[src/rtl/pwfm_pkg.sv]
// Shared types and frame constants for the pulse-interval write modulator.
// Assumes a frame of fixed byte count; bit order within the frame is
// defined by the concatenation in pwfm_frame_bits.
package pwfm_pkg;
    localparam int FRAME_BYTES = 14;
    localparam int FRAME_BITS  = FRAME_BYTES * 8;
    localparam int IDX_W       = $clog2(FRAME_BITS);

    typedef enum logic [2:0] {
        ST_IDLE   = 3'd0,
        ST_CHARGE = 3'd1,
        ST_GAP    = 3'd2,
        ST_FILL   = 3'd3,
        ST_HOLD   = 3'd4
    } pwfm_state_e;

    function automatic int max3(input int a, input int b, input int c);
        int m;
        m = (a > b) ? a : b;
        return (m > c) ? m : c;
    endfunction
endpackage

[src/rtl/pwfm_tick_gen.sv]
// Tick prescaler: emits a one-clock tick every DIV clocks while run is high.
// Assumes DIV >= 1; the counter restarts from zero whenever run is low so the
// first tick of a frame comes DIV clocks after the frame starts.
module pwfm_tick_gen #(
    parameter int DIV = 480
) (
    input  logic clk,
    input  logic rst_n,
    input  logic run,
    output logic tick
);
    localparam int CW = (DIV > 1) ? $clog2(DIV) : 1;
    localparam logic [CW-1:0] LAST = CW'(DIV - 1);

    logic [CW-1:0] cnt;

    assign tick = run && (cnt == LAST);

    // Count clocks between ticks; hold at zero while stopped.
    always_ff @(posedge clk) begin
        if (!rst_n || !run) cnt <= '0;
        else if (cnt == LAST) cnt <= '0;
        else cnt <= cnt + 1'b1;
    end

    AST_TICK_CNT_RANGE: assert property (@(posedge clk) disable iff (!rst_n)
        cnt <= LAST);
    AST_NO_TICK_STOPPED: assert property (@(posedge clk) disable iff (!rst_n)
        !run |=> (cnt == '0));
endmodule

[src/rtl/pwfm_phase_timer.sv]
// Phase timer: counts ticks within the current phase and flags the tick on
// which the phase of length len ends. Assumes len >= 1 and that len only
// changes on the clock where expire is high or while clear is high.
module pwfm_phase_timer #(
    parameter int CNT_W = 13
) (
    input  logic             clk,
    input  logic             rst_n,
    input  logic             clear,
    input  logic             tick,
    input  logic [CNT_W-1:0] len,
    output logic             expire
);
    logic [CNT_W-1:0] cnt;

    assign expire = tick && (cnt == len - 1'b1);

    // Advance once per tick, wrap to zero when the phase ends.
    always_ff @(posedge clk) begin
        if (!rst_n || clear) cnt <= '0;
        else if (expire) cnt <= '0;
        else if (tick) cnt <= cnt + 1'b1;
    end

    AST_CNT_BELOW_LEN: assert property (@(posedge clk) disable iff (!rst_n)
        !clear |-> (cnt < len));
endmodule

[src/rtl/pwfm_frame_bits.sv]
// Frame store: captures payload and checksum on load and presents the bit at
// position idx of the fixed frame. Bit 0 is bit 0 of the keyword byte, so the
// frame is sent byte by byte, least significant bit first.
module pwfm_frame_bits
    import pwfm_pkg::*;
#(
    parameter logic [7:0]  KEYWORD  = 8'hBB,
    parameter logic [7:0]  PASSWORD = 8'hEB,
    parameter logic [15:0] WRITE_CMD = 16'h0300
) (
    input  logic             clk,
    input  logic             rst_n,
    input  logic             load,
    input  logic [63:0]      payload,
    input  logic [15:0]      checksum,
    input  logic [IDX_W-1:0] idx,
    output logic             bit_out
);
    logic [FRAME_BITS-1:0] frame_q;

    // Capture the whole frame image at the start of a frame.
    always_ff @(posedge clk) begin
        if (!rst_n) frame_q <= '0;
        else if (load) frame_q <= {WRITE_CMD, checksum, payload, PASSWORD, KEYWORD};
    end

    assign bit_out = frame_q[idx];

    AST_IDX_RANGE: assert property (@(posedge clk) disable iff (!rst_n)
        idx < IDX_W'(FRAME_BITS));
endmodule

[src/rtl/pwfm_write_modulator.sv]
// Top of the write frame modulator. Sequences charge, 112 bit slots and the
// programming hold, and drives the field enable. Assumes CLK_HZ is an integer
// multiple of TICK_HZ; start is ignored unless the block is idle.
module pwfm_write_modulator
    import pwfm_pkg::*;
#(
    parameter int CLK_HZ         = 48_000_000,
    parameter int TICK_HZ        = 100_000,
    parameter int ONE_GAP_TICKS  = 100,
    parameter int ZERO_GAP_TICKS = 30,
    parameter int SLOT_TICKS     = 200,
    parameter int CHARGE_TICKS   = 5000,
    parameter int HOLD_TICKS     = 5000
) (
    input  logic        clk,
    input  logic        rst_n,
    input  logic        start,
    input  logic [63:0] payload,
    input  logic [15:0] checksum,
    output logic        field_en,
    output logic        busy,
    output logic        done
);
    localparam int DIV     = CLK_HZ / TICK_HZ;
    localparam int LONGEST = max3(CHARGE_TICKS, HOLD_TICKS, SLOT_TICKS);
    localparam int CNT_W   = $clog2(LONGEST + 1);
    localparam logic [IDX_W-1:0] LAST_BIT = IDX_W'(FRAME_BITS - 1);

    pwfm_state_e      state;
    logic [IDX_W-1:0] bit_idx;
    logic             cur_bit;
    logic             tick;
    logic             expire;
    logic [CNT_W-1:0] phase_len;
    logic             accept;

    assign accept   = (state == ST_IDLE) && start;
    assign busy     = (state != ST_IDLE);
    assign field_en = (state == ST_CHARGE) || (state == ST_FILL) || (state == ST_HOLD);

    pwfm_tick_gen #(.DIV(DIV)) u_tick (
        .clk(clk), .rst_n(rst_n), .run(busy), .tick(tick)
    );

    pwfm_phase_timer #(.CNT_W(CNT_W)) u_timer (
        .clk(clk), .rst_n(rst_n), .clear(!busy), .tick(tick),
        .len(phase_len), .expire(expire)
    );

    pwfm_frame_bits u_frame (
        .clk(clk), .rst_n(rst_n), .load(accept), .payload(payload),
        .checksum(checksum), .idx(bit_idx), .bit_out(cur_bit)
    );

    // Pick the tick length of the current phase from state and bit value.
    always_comb begin
        case (state)
            ST_CHARGE: phase_len = CNT_W'(CHARGE_TICKS);
            ST_GAP:    phase_len = cur_bit ? CNT_W'(ONE_GAP_TICKS) : CNT_W'(ZERO_GAP_TICKS);
            ST_FILL:   phase_len = cur_bit ? CNT_W'(SLOT_TICKS - ONE_GAP_TICKS)
                                           : CNT_W'(SLOT_TICKS - ZERO_GAP_TICKS);
            ST_HOLD:   phase_len = CNT_W'(HOLD_TICKS);
            default:   phase_len = CNT_W'(1);
        endcase
    end

    // Frame sequencer: advance phase and bit index at each phase end.
    always_ff @(posedge clk) begin
        if (!rst_n) begin
            state   <= ST_IDLE;
            bit_idx <= '0;
            done    <= 1'b0;
        end else begin
            done <= 1'b0;
            case (state)
                ST_IDLE: if (start) begin
                    state   <= ST_CHARGE;
                    bit_idx <= '0;
                end
                ST_CHARGE: if (expire) state <= ST_GAP;
                ST_GAP:    if (expire) state <= ST_FILL;
                ST_FILL: if (expire) begin
                    if (bit_idx == LAST_BIT) state <= ST_HOLD;
                    else begin
                        bit_idx <= bit_idx + 1'b1;
                        state   <= ST_GAP;
                    end
                end
                ST_HOLD: if (expire) begin
                    state <= ST_IDLE;
                    done  <= 1'b1;
                end
                default: state <= ST_IDLE;
            endcase
        end
    end

    AST_DONE_ONE_CLOCK: assert property (@(posedge clk) disable iff (!rst_n)
        done |=> !done);
    AST_DONE_FIELD_OFF: assert property (@(posedge clk) disable iff (!rst_n)
        done |-> (!busy && !field_en));
    AST_END_GIVES_DONE: assert property (@(posedge clk) disable iff (!rst_n)
        $fell(busy) |-> done);
    AST_BUSY_START_IGNORED: assert property (@(posedge clk) disable iff (!rst_n)
        (busy && start && state != ST_HOLD) |=> busy);
    AST_IDX_HOLDS_IN_GAP: assert property (@(posedge clk) disable iff (!rst_n)
        (state == ST_GAP) |=> $stable(bit_idx));
    AST_IDLE_FIELD_OFF: assert property (@(posedge clk) disable iff (!rst_n)
        (state == ST_IDLE) |-> !field_en);
endmodule

[config.mk]
export PLATFORM = sky130hd
export DESIGN_NAME = pwfm_write_modulator
export DESIGN_NICKNAME = d
export VERILOG_FILES = /design/src/rtl/pwfm_pkg.sv /design/src/rtl/pwfm_tick_gen.sv /design/src/rtl/pwfm_phase_timer.sv /design/src/rtl/pwfm_frame_bits.sv /design/src/rtl/pwfm_write_modulator.sv
export SDC_FILE = /design/constraint.sdc
export NUM_CORES = 1
export LEC_CHECK = 0
export BUFFER_PORTS_ARGS = -buffer_cell sky130_fd_sc_hd__buf_2
export CAP_MARGIN = 20
export CORE_AREA = 8 8 112 134
export DETAILED_ROUTE_END_ITERATION = 12
export DIE_AREA = 0 0 120 142
export GPL_TIMING_DRIVEN = 0
export PLACE_DENSITY = 0.76
export SLEW_MARGIN = 20
export SYNTH_ARGS = -nofsm -noshare
export SYNTH_HDL_FRONTEND = slang
export SYNTH_SLANG_ARGS = --single-unit
[constraint.sdc]
create_clock -name clk -period 3.6 [get_ports clk]
set_clock_uncertainty 0.1 [all_clocks]
set_input_delay 0.36 -clock clk [delete_from_list [all_inputs] [get_ports clk]]
set_output_delay 0.36 -clock clk [all_outputs]
set_load 0.005 [all_outputs]
==> impl_metrics.yaml, run 1 <==
run_status:
  outcome: "completed"
timing:
  clock.fmax_mhz: 286
  max-slew-margin-rel_pct: 43.8
  finalMaxSlewViolations: 0
  postLayoutSetupSlackWorst_ps: 106
  final_min_period_over_clock_period_pct: 97.1
  finalWorstPathRequiredPeriod_ps: 3490
  final-hold-violation-count: 0
  final-setup-viol-count: 0
  tightestPinTransition_ps: 830
  final.setup.tns_ps: 0
flow_run:
  maxCapViolCount: 0
critical_path:
  regToRegStartpoint: "bit_idx[0]$_SDFFE_PN0P_"
  slowest_delay_ps: 520
  cp.arrival_ps: 3710
  critical_path_buf_inv_count: 4
  family_with_the_most_delay_on_the_worst_path: "compound AO/OA/AOI/OAI gates"
  cp_startpoint_kind: "flip-flop"
  crit_path_max_fanout: 10
  required_ps: 3820
  r2r_setup_slack_ps: 110
  endpoint_kind: "flip-flop"
  timing_worst_setup_path_type: "reg2reg"
  number_of_cells_traversed_by_the_worst_register_to_register_path: 13
  crit-reg2reg-capture: "state[1]$_SDFFE_PN0P_"
  worst_path_max_delay_cell: "sky130_fd_sc_hd__mux4_2"
  path_cells: "buf_6 -> buf_12 -> mux4_2 -> mux2i_2 -> nand2_1 -> a221oi_4 -> o32ai_4 -> buf_12 -> and4b_1 -> nor3_4 -> buf_6 -> nor2_1 -> a221oi_2"
cts:
  htree_num_levels: 4
  tritoncts_num_sinks: 114
  cts_tree: "done"
  numCtsBuffers: 17
  post_cts_hold_buffer_count: 0
  cts_clk_pin_slew_worst_paths_ps: 50
  worstSkewPairLatency_ps: 410
  clockRootBuffer: "sky130_fd_sc_hd__clkbuf_16"
  cts_buffer_depth: 2
hold_path:
  min_path_cells: 3
  min_path_type: "in2reg"
  hold_path_startpoint: "checksum[15]"
  holdPathEnd: "u_frame.frame_q[95]$_SDFFE_PN0P_"
global_route:
  grt.met1_usage_pct: 18.7
  gr-total-overflow: 0
  grt_pass1_wl_mm: 23.1
  grt_use_met2_pct: 29.4
  grt_antenna_before_repair: 0
  grt_busiest_layer: "met2"
  grt_start_max_net_pins: 20
  grt.total_usage_pct: 16.8
  globalRouteMet3Util_pct: 3.85
  grt_pass1_vias: 4947
yosys:
  syn-num-nets: 749
  synthesis.area_per_instance_um2: 8.48
  synth.largest_area_cell: "sky130_fd_sc_hd__dfxtp_1"
  synth_area_um2: 5630
  post_synth_num_cell_types: 58
  yosys_warnings: 0
  yosysSeqAreaShare_pct: 40.6
  synthesis.instances: 663
  ys_top_cells_by_area: "sky130_fd_sc_hd__dfxtp_1 (41%), sky130_fd_sc_hd__nand2_1 (12%), sky130_fd_sc_hd__a21boi_0 (11%)"
  ys_ff_latch: 114
  yosys.cell_count.top_type: "sky130_fd_sc_hd__nand2_1"
  synth_top_area_share_pct: 40.6
  post_synth_most_frequent_cells: "sky130_fd_sc_hd__nand2_1 (185), sky130_fd_sc_hd__dfxtp_1 (114), sky130_fd_sc_hd__a21boi_0 (80)"
  synth-edff-count: 0
  synth_flop_cell: "sky130_fd_sc_hd__dfxtp_1"
  synth_async_sr_flop_share_pct: 0
power_and_ir_drop:
  net_load_switching_power_uw: 757
  pwr-share-comb_pct: 7.7
  power.internal_uw: 2710
  peak_ir_drop_on_the_vdd_network_v: 0.000356
  pwr-share-seq_pct: 38.9
  leakage_uw: 0.00262
  p_sw_share_pct: 21.8
  power.density_cell_area_nw_per_um2: 485
  fraction_of_power_consumed_by_the_clock_network_pct: 53.4
die:
  start_util_pct: 43.4
  fp.dieArea_um2: 17000
  rows: 46
  placeableCoreArea_um2: 12900
  fp.dieH_um: 142
  die_width_um: 120
  ioPinCount: 86
place:
  dpl_worst_slack_ps: -83.2
  port_buffers: 84
  gpl.final_weighted_congestion: 0.926
  place_hpwl_mm: 10.3
detailed_routing:
  drt.antenna.violating_nets: 0
  routed-via-count: 4968
  detail_route.wirelength_mm: 14.7
  drc: 0
  drt_iter0_markers: 289
  drt-pass1-iter-count: 7
  routed_via_density: 5.20
  wl_per_cell_um: 15.3
layout:
  final_layout_size_suffix_gt1_share_pct: 20.5
  fill_cell_total_of_the_finished_layout: 1186
  final_net_count: 860
  insertedDiodeCount: 0
  syn2layout_area_growth_pct: 26.8
area by class of cell:
type	count	area [um2]	share of cell area, %
multi-input cells	491	3170	44.5
flip-flops and latches	114	2280	32.0
clock buffers	25	515	7.23
repair buffers	93	515	7.23
plain buffers	45	245	3.44
well taps	168	210	2.95
clock inverters	7	144	2.02
inverters	12	45.0	0.631
tightest hold or removal path, stage by stage:
cell	delay (ps)
sky130_fd_sc_hd__buf_2	90
sky130_fd_sc_hd__nand2_1	40
sky130_fd_sc_hd__a21boi_0	60
flip-flops by register name, summed over array words and instances, names as in the netlist:
name and count:
u_frame.frame_q 81, u_tick.cnt 9, done 1, state 3, u_timer.cnt 13, bit_idx 7
through the flow:
stage	cells	cell area [um2]	total power, uW	hold slack [ps]	util (%)
floorplan	663	5630	1520	338	-
global placement	915	6260	1620	348	48.3
detailed placement	915	6260	1620	355	48.3
CTS	946	6910	3460	87.5	53.4
global route	955	7130	3570	97.0	55.1
finish	955	7130	3460	93.8	55.1
placed cells by master, fill, tap and decap left out, drive strengths merged, types with 3 or more instances in the layout:
cell type / synthesis / routed
and3: 7 / 7
ha: 3 / 3
nor2b: 3 / 3
o2111ai: 3 / 3
nand2: 185 / 185
nor3b: 3 / 3
buf: 10 / 101
xor2: 15 / 15
clkbuf: 36 / 62
nand2b: 5 / 5
or4: 3 / 3
inv: 12 / 12
nor2: 43 / 43
and2: 3 / 3
nand4: 9 / 9
nor3: 7 / 7
nor4: 4 / 4
a22oi: 3 / 3
o31ai: 4 / 4
bufinv: 0 / 4
dfxtp: 114 / 114
nand3: 13 / 13
mux4: 8 / 8
xnor2: 7 / 7
mux2i: 36 / 36
o22ai: 3 / 3
o21ai: 5 / 5
or3: 3 / 3
a21oi: 8 / 8
a21boi: 80 / 80
worst max-delay path by stage:
stage                                        from                           end  slack, ps  depth (start not counted)
after global routing      bit_idx[4]$_SDFFE_PN0P_         state[1]$_SDFFE_PN0P_         -1                         10
after detailed placement  bit_idx[1]$_SDFFE_PN0P_  u_timer.cnt[10]$_SDFFE_PP0P_        -80                         13
after floorplan           bit_idx[0]$_SDFFE_PN0P_       bit_idx[3]$_SDFFE_PN0P_        610                         12
after CTS                 bit_idx[0]$_SDFFE_PN0P_   u_timer.cnt[2]$_SDFFE_PP0P_         50                         13
after global placement    bit_idx[1]$_SDFFE_PN0P_   u_timer.cnt[6]$_SDFFE_PP0P_         20                         13
final                     bit_idx[0]$_SDFFE_PN0P_         state[1]$_SDFFE_PN0P_        110                         13
power by group through the flow:
stage	logic (uW)	registers, uW	clock network [uW]
2_1_floorplan	156	1360	0
3_3_place_gp	245	1370	0
3_5_place_dp	250	1370	0
4_1_cts	252	1350	1860
5_1_grt	296	1350	1930
6_report	265	1350	1850
layer usage:
metal / routed length, um / part of all wire (%)
met2: 7730 / 53
met3: 434 / 3.0
met5: 0 / 0
met4: 402 / 2.7
met1: 6090 / 42
logic make-up after synthesis:
kind of cell,share of synthesized area [%]
AOI/OAI and AO/OA,17.0
xor gates and xnor gates,3.43
adders and majority gates,0.667
buffers and inverters,4.65
DFF,40.6
muxes,9.61
and+or+nand+nor,24.1
what timing repair did:
| action | CTS | global route |
|---|---|---|
| gates resized for setup | 1 | 24 |
| endpoints found under the setup margin | 16 | 23 |
| pin swaps | 0 | 6 |
| setup buffers | 0 | 8 |
| cloned | 0 | 1 |
(Power assumes the default switching activity.)
==> inputs of run 2 (changes only) <==
Settings changed: CORE_AREA 8 8 112 134 to 8 8 116 129, DIE_AREA 0 0 120 142 to 0 0 124 137, PLACE_DENSITY 0.76 to 0.77, SLEW_MARGIN 20 to default.
==> impl_metrics.yaml, run 2 (synthesis gave the netlist of run 1 again) <==
timing:
  max-slew-margin-rel_pct: 42.6
  final_min_period_over_clock_period_pct: 95.7
  final-setup-viol-count: 0
  final-hold-violation-count: 0
  finalWorstPathRequiredPeriod_ps: 3450
  tightestPinTransition_ps: 848
  clock.fmax_mhz: 290
  finalMaxSlewViolations: 0
  final.setup.tns_ps: 0
power_and_ir_drop:
  pwr-share-seq_pct: 39.8
  net_load_switching_power_uw: 776
  leakage_uw: 0.00257
  power.density_cell_area_nw_per_um2: 484
  pwr-share-comb_pct: 7.5
  p_sw_share_pct: 23.0
  power.internal_uw: 2600
  fraction_of_power_consumed_by_the_clock_network_pct: 52.7
  peak_ir_drop_on_the_vdd_network_v: 0.000318
die:
  start_util_pct: 43.7
  fp.dieH_um: 137
  placeableCoreArea_um2: 12900
  die_width_um: 124
  rows: 44
  ioPinCount: 86
  fp.dieArea_um2: 17000
global_route:
  grt_pass1_wl_mm: 22.5
  gr-total-overflow: 0
  grt_antenna_before_repair: 0
  grt.total_usage_pct: 16.7
  grt_start_max_net_pins: 17
  grt_pass1_vias: 4888
critical_path:
  endpoint_kind: "flip-flop"
  cp.arrival_ps: 3670
  slowest_delay_ps: 530
  critical_path_buf_inv_count: 2
  path_cells: "buf_6 -> buf_8 -> mux4_2 -> mux2i_1 -> nand2_1 -> a221oi_2 -> o32ai_4 -> mux2i_1 -> o2111ai_2 -> or3_1 -> a221oi_2"
  family_with_the_most_delay_on_the_worst_path: "compound AO/OA/AOI/OAI gates"
  required_ps: 3830
  r2r_setup_slack_ps: 150
  crit_path_max_fanout: 10
  timing_worst_setup_path_type: "reg2reg"
  worst_path_max_delay_cell: "sky130_fd_sc_hd__mux4_2"
  cp_startpoint_kind: "flip-flop"
hold_path:
  min_path_type: "in2reg"
cts:
  cts_clk_pin_slew_worst_paths_ps: 60
  cts_buffer_depth: 2
  worstSkewPairLatency_ps: 420
  tritoncts_num_sinks: 114
  post_cts_hold_buffer_count: 0
  clockRootBuffer: "sky130_fd_sc_hd__clkbuf_16"
  cts_tree: "done"
  htree_num_levels: 4
  numCtsBuffers: 17
detailed_routing:
  routed-via-count: 4913
  detail_route.wirelength_mm: 13.7
  drt_iter0_markers: 336
  routed_via_density: 5.18
  drt-pass1-iter-count: 4
  drc: 0
  wl_per_cell_um: 14.5
  drt.antenna.violating_nets: 0
layout:
  insertedDiodeCount: 0
  largest_register: "u_frame.frame_q"
  final_net_count: 860
  final_layout_size_suffix_gt1_share_pct: 19.9
  post_layout_nonfiller_instances: 948
  largest_register_ff_count: 81
  layout_commonest_cell: "sky130_fd_sc_hd__nand2_1"
  syn2layout_area_growth_pct: 24.1
  largest_registers: "u_frame.frame_q (81), u_timer.cnt (13), u_tick.cnt (9)"
  leading_cell_types_in_the_layout_fill_and_taps_excluded: "sky130_fd_sc_hd__nand2_1 (185), sky130_fd_sc_hd__dfxtp_1 (113), sky130_fd_sc_hd__buf_2 (87), sky130_fd_sc_hd__a21boi_0 (80), sky130_fd_sc_hd__nor2_1 (43)"
run_status:
  outcome: "completed"
place:
  place_hpwl_mm: 10.0
  gpl.final_weighted_congestion: 0.882
  placed_cells_incl_taps: 909
  port_buffers: 84
flow_run:
  maxCapViolCount: 0
[run 2: worst register-to-register path, delay by kind of cell (launching register included)]
kind	cells	cell delay [ps]
AOI/OAI and AO/OA	4	1090
DFF	1	350
buffers and inverters	2	340
and+or+nand+nor	2	520
muxes	3	960
[run 2: metal layers]
layer | up-vias | share of wire (%) | routed length (um) | GRT usage (%)
li1 | 2507 | - | - | -
met2 | 112 | 49 | 6780 | 27.8
met1 | 2265 | 45 | 6160 | 19.7
met4 | 0 | 2.2 | 306 | 6.68
met3 | 29 | 3.7 | 503 | 4.54
met5 | - | 0 | 0 | 0
[run 2: worst paths after layout]
kind,startpoint,end,depth (start not counted)
min,payload[30],u_frame.frame_q[46]$_SDFFE_PN0P_,3
max reg2reg,bit_idx[0]$_SDFFE_PN0P_,state[1]$_SDFFE_PN0P_,11
min reg2reg,u_frame.frame_q[95]$_SDFFE_PN0P_,u_frame.frame_q[95]$_SDFFE_PN0P_,2
max,bit_idx[0]$_SDFFE_PN0P_,state[1]$_SDFFE_PN0P_,11
[run 2: power groups by stage]
stage | sequential, uW | combinational (uW) | clock [uW]
2_1_floorplan | 1360 | 156 | 0
3_3_place_gp | 1370 | 244 | 0
3_5_place_dp | 1370 | 248 | 0
4_1_cts | 1350 | 249 | 1810
5_1_grt | 1350 | 284 | 1850
6_report | 1350 | 252 | 1780
[run 2: area by class of cell]
class | count | area, um2
Multi-Input combinational cell | 491 | 3110
Sequential cell | 114 | 2280
Tap cell | 161 | 201
Inverter | 12 | 45.0
Buffer | 46 | 235
Clock buffer | 19 | 443
Clock inverter | 13 | 184
Timing Repair Buffer | 92 | 475
Fill cell | 1249 | 5900
[run 2: what timing repair did]
item,CTS,global route
endpoints found under the hold margin,0,0
gates resized for setup,0,14
endpoints found under the setup margin,0,23
buffers inserted,0,6
[run 2: per-stage QoR]
| step | utilization [%] | area (um2) | setup WS [ps] | total power [uW] | hold WS (ps) |
|---|---|---|---|---|---|
| finish | 54.2 | 6980 | 153 | 3380 | 90.3 |
| global placement | 48.5 | 6250 | 58.6 | 1610 | 347 |
| floorplan | - | 5630 | 609 | 1520 | 338 |
| detailed placement | 48.5 | 6250 | 19.8 | 1620 | 354 |
| CTS | 53.4 | 6880 | 25.9 | 3400 | 65.8 |
| global route | 54.2 | 6980 | -1.64 | 3490 | 88.5 |
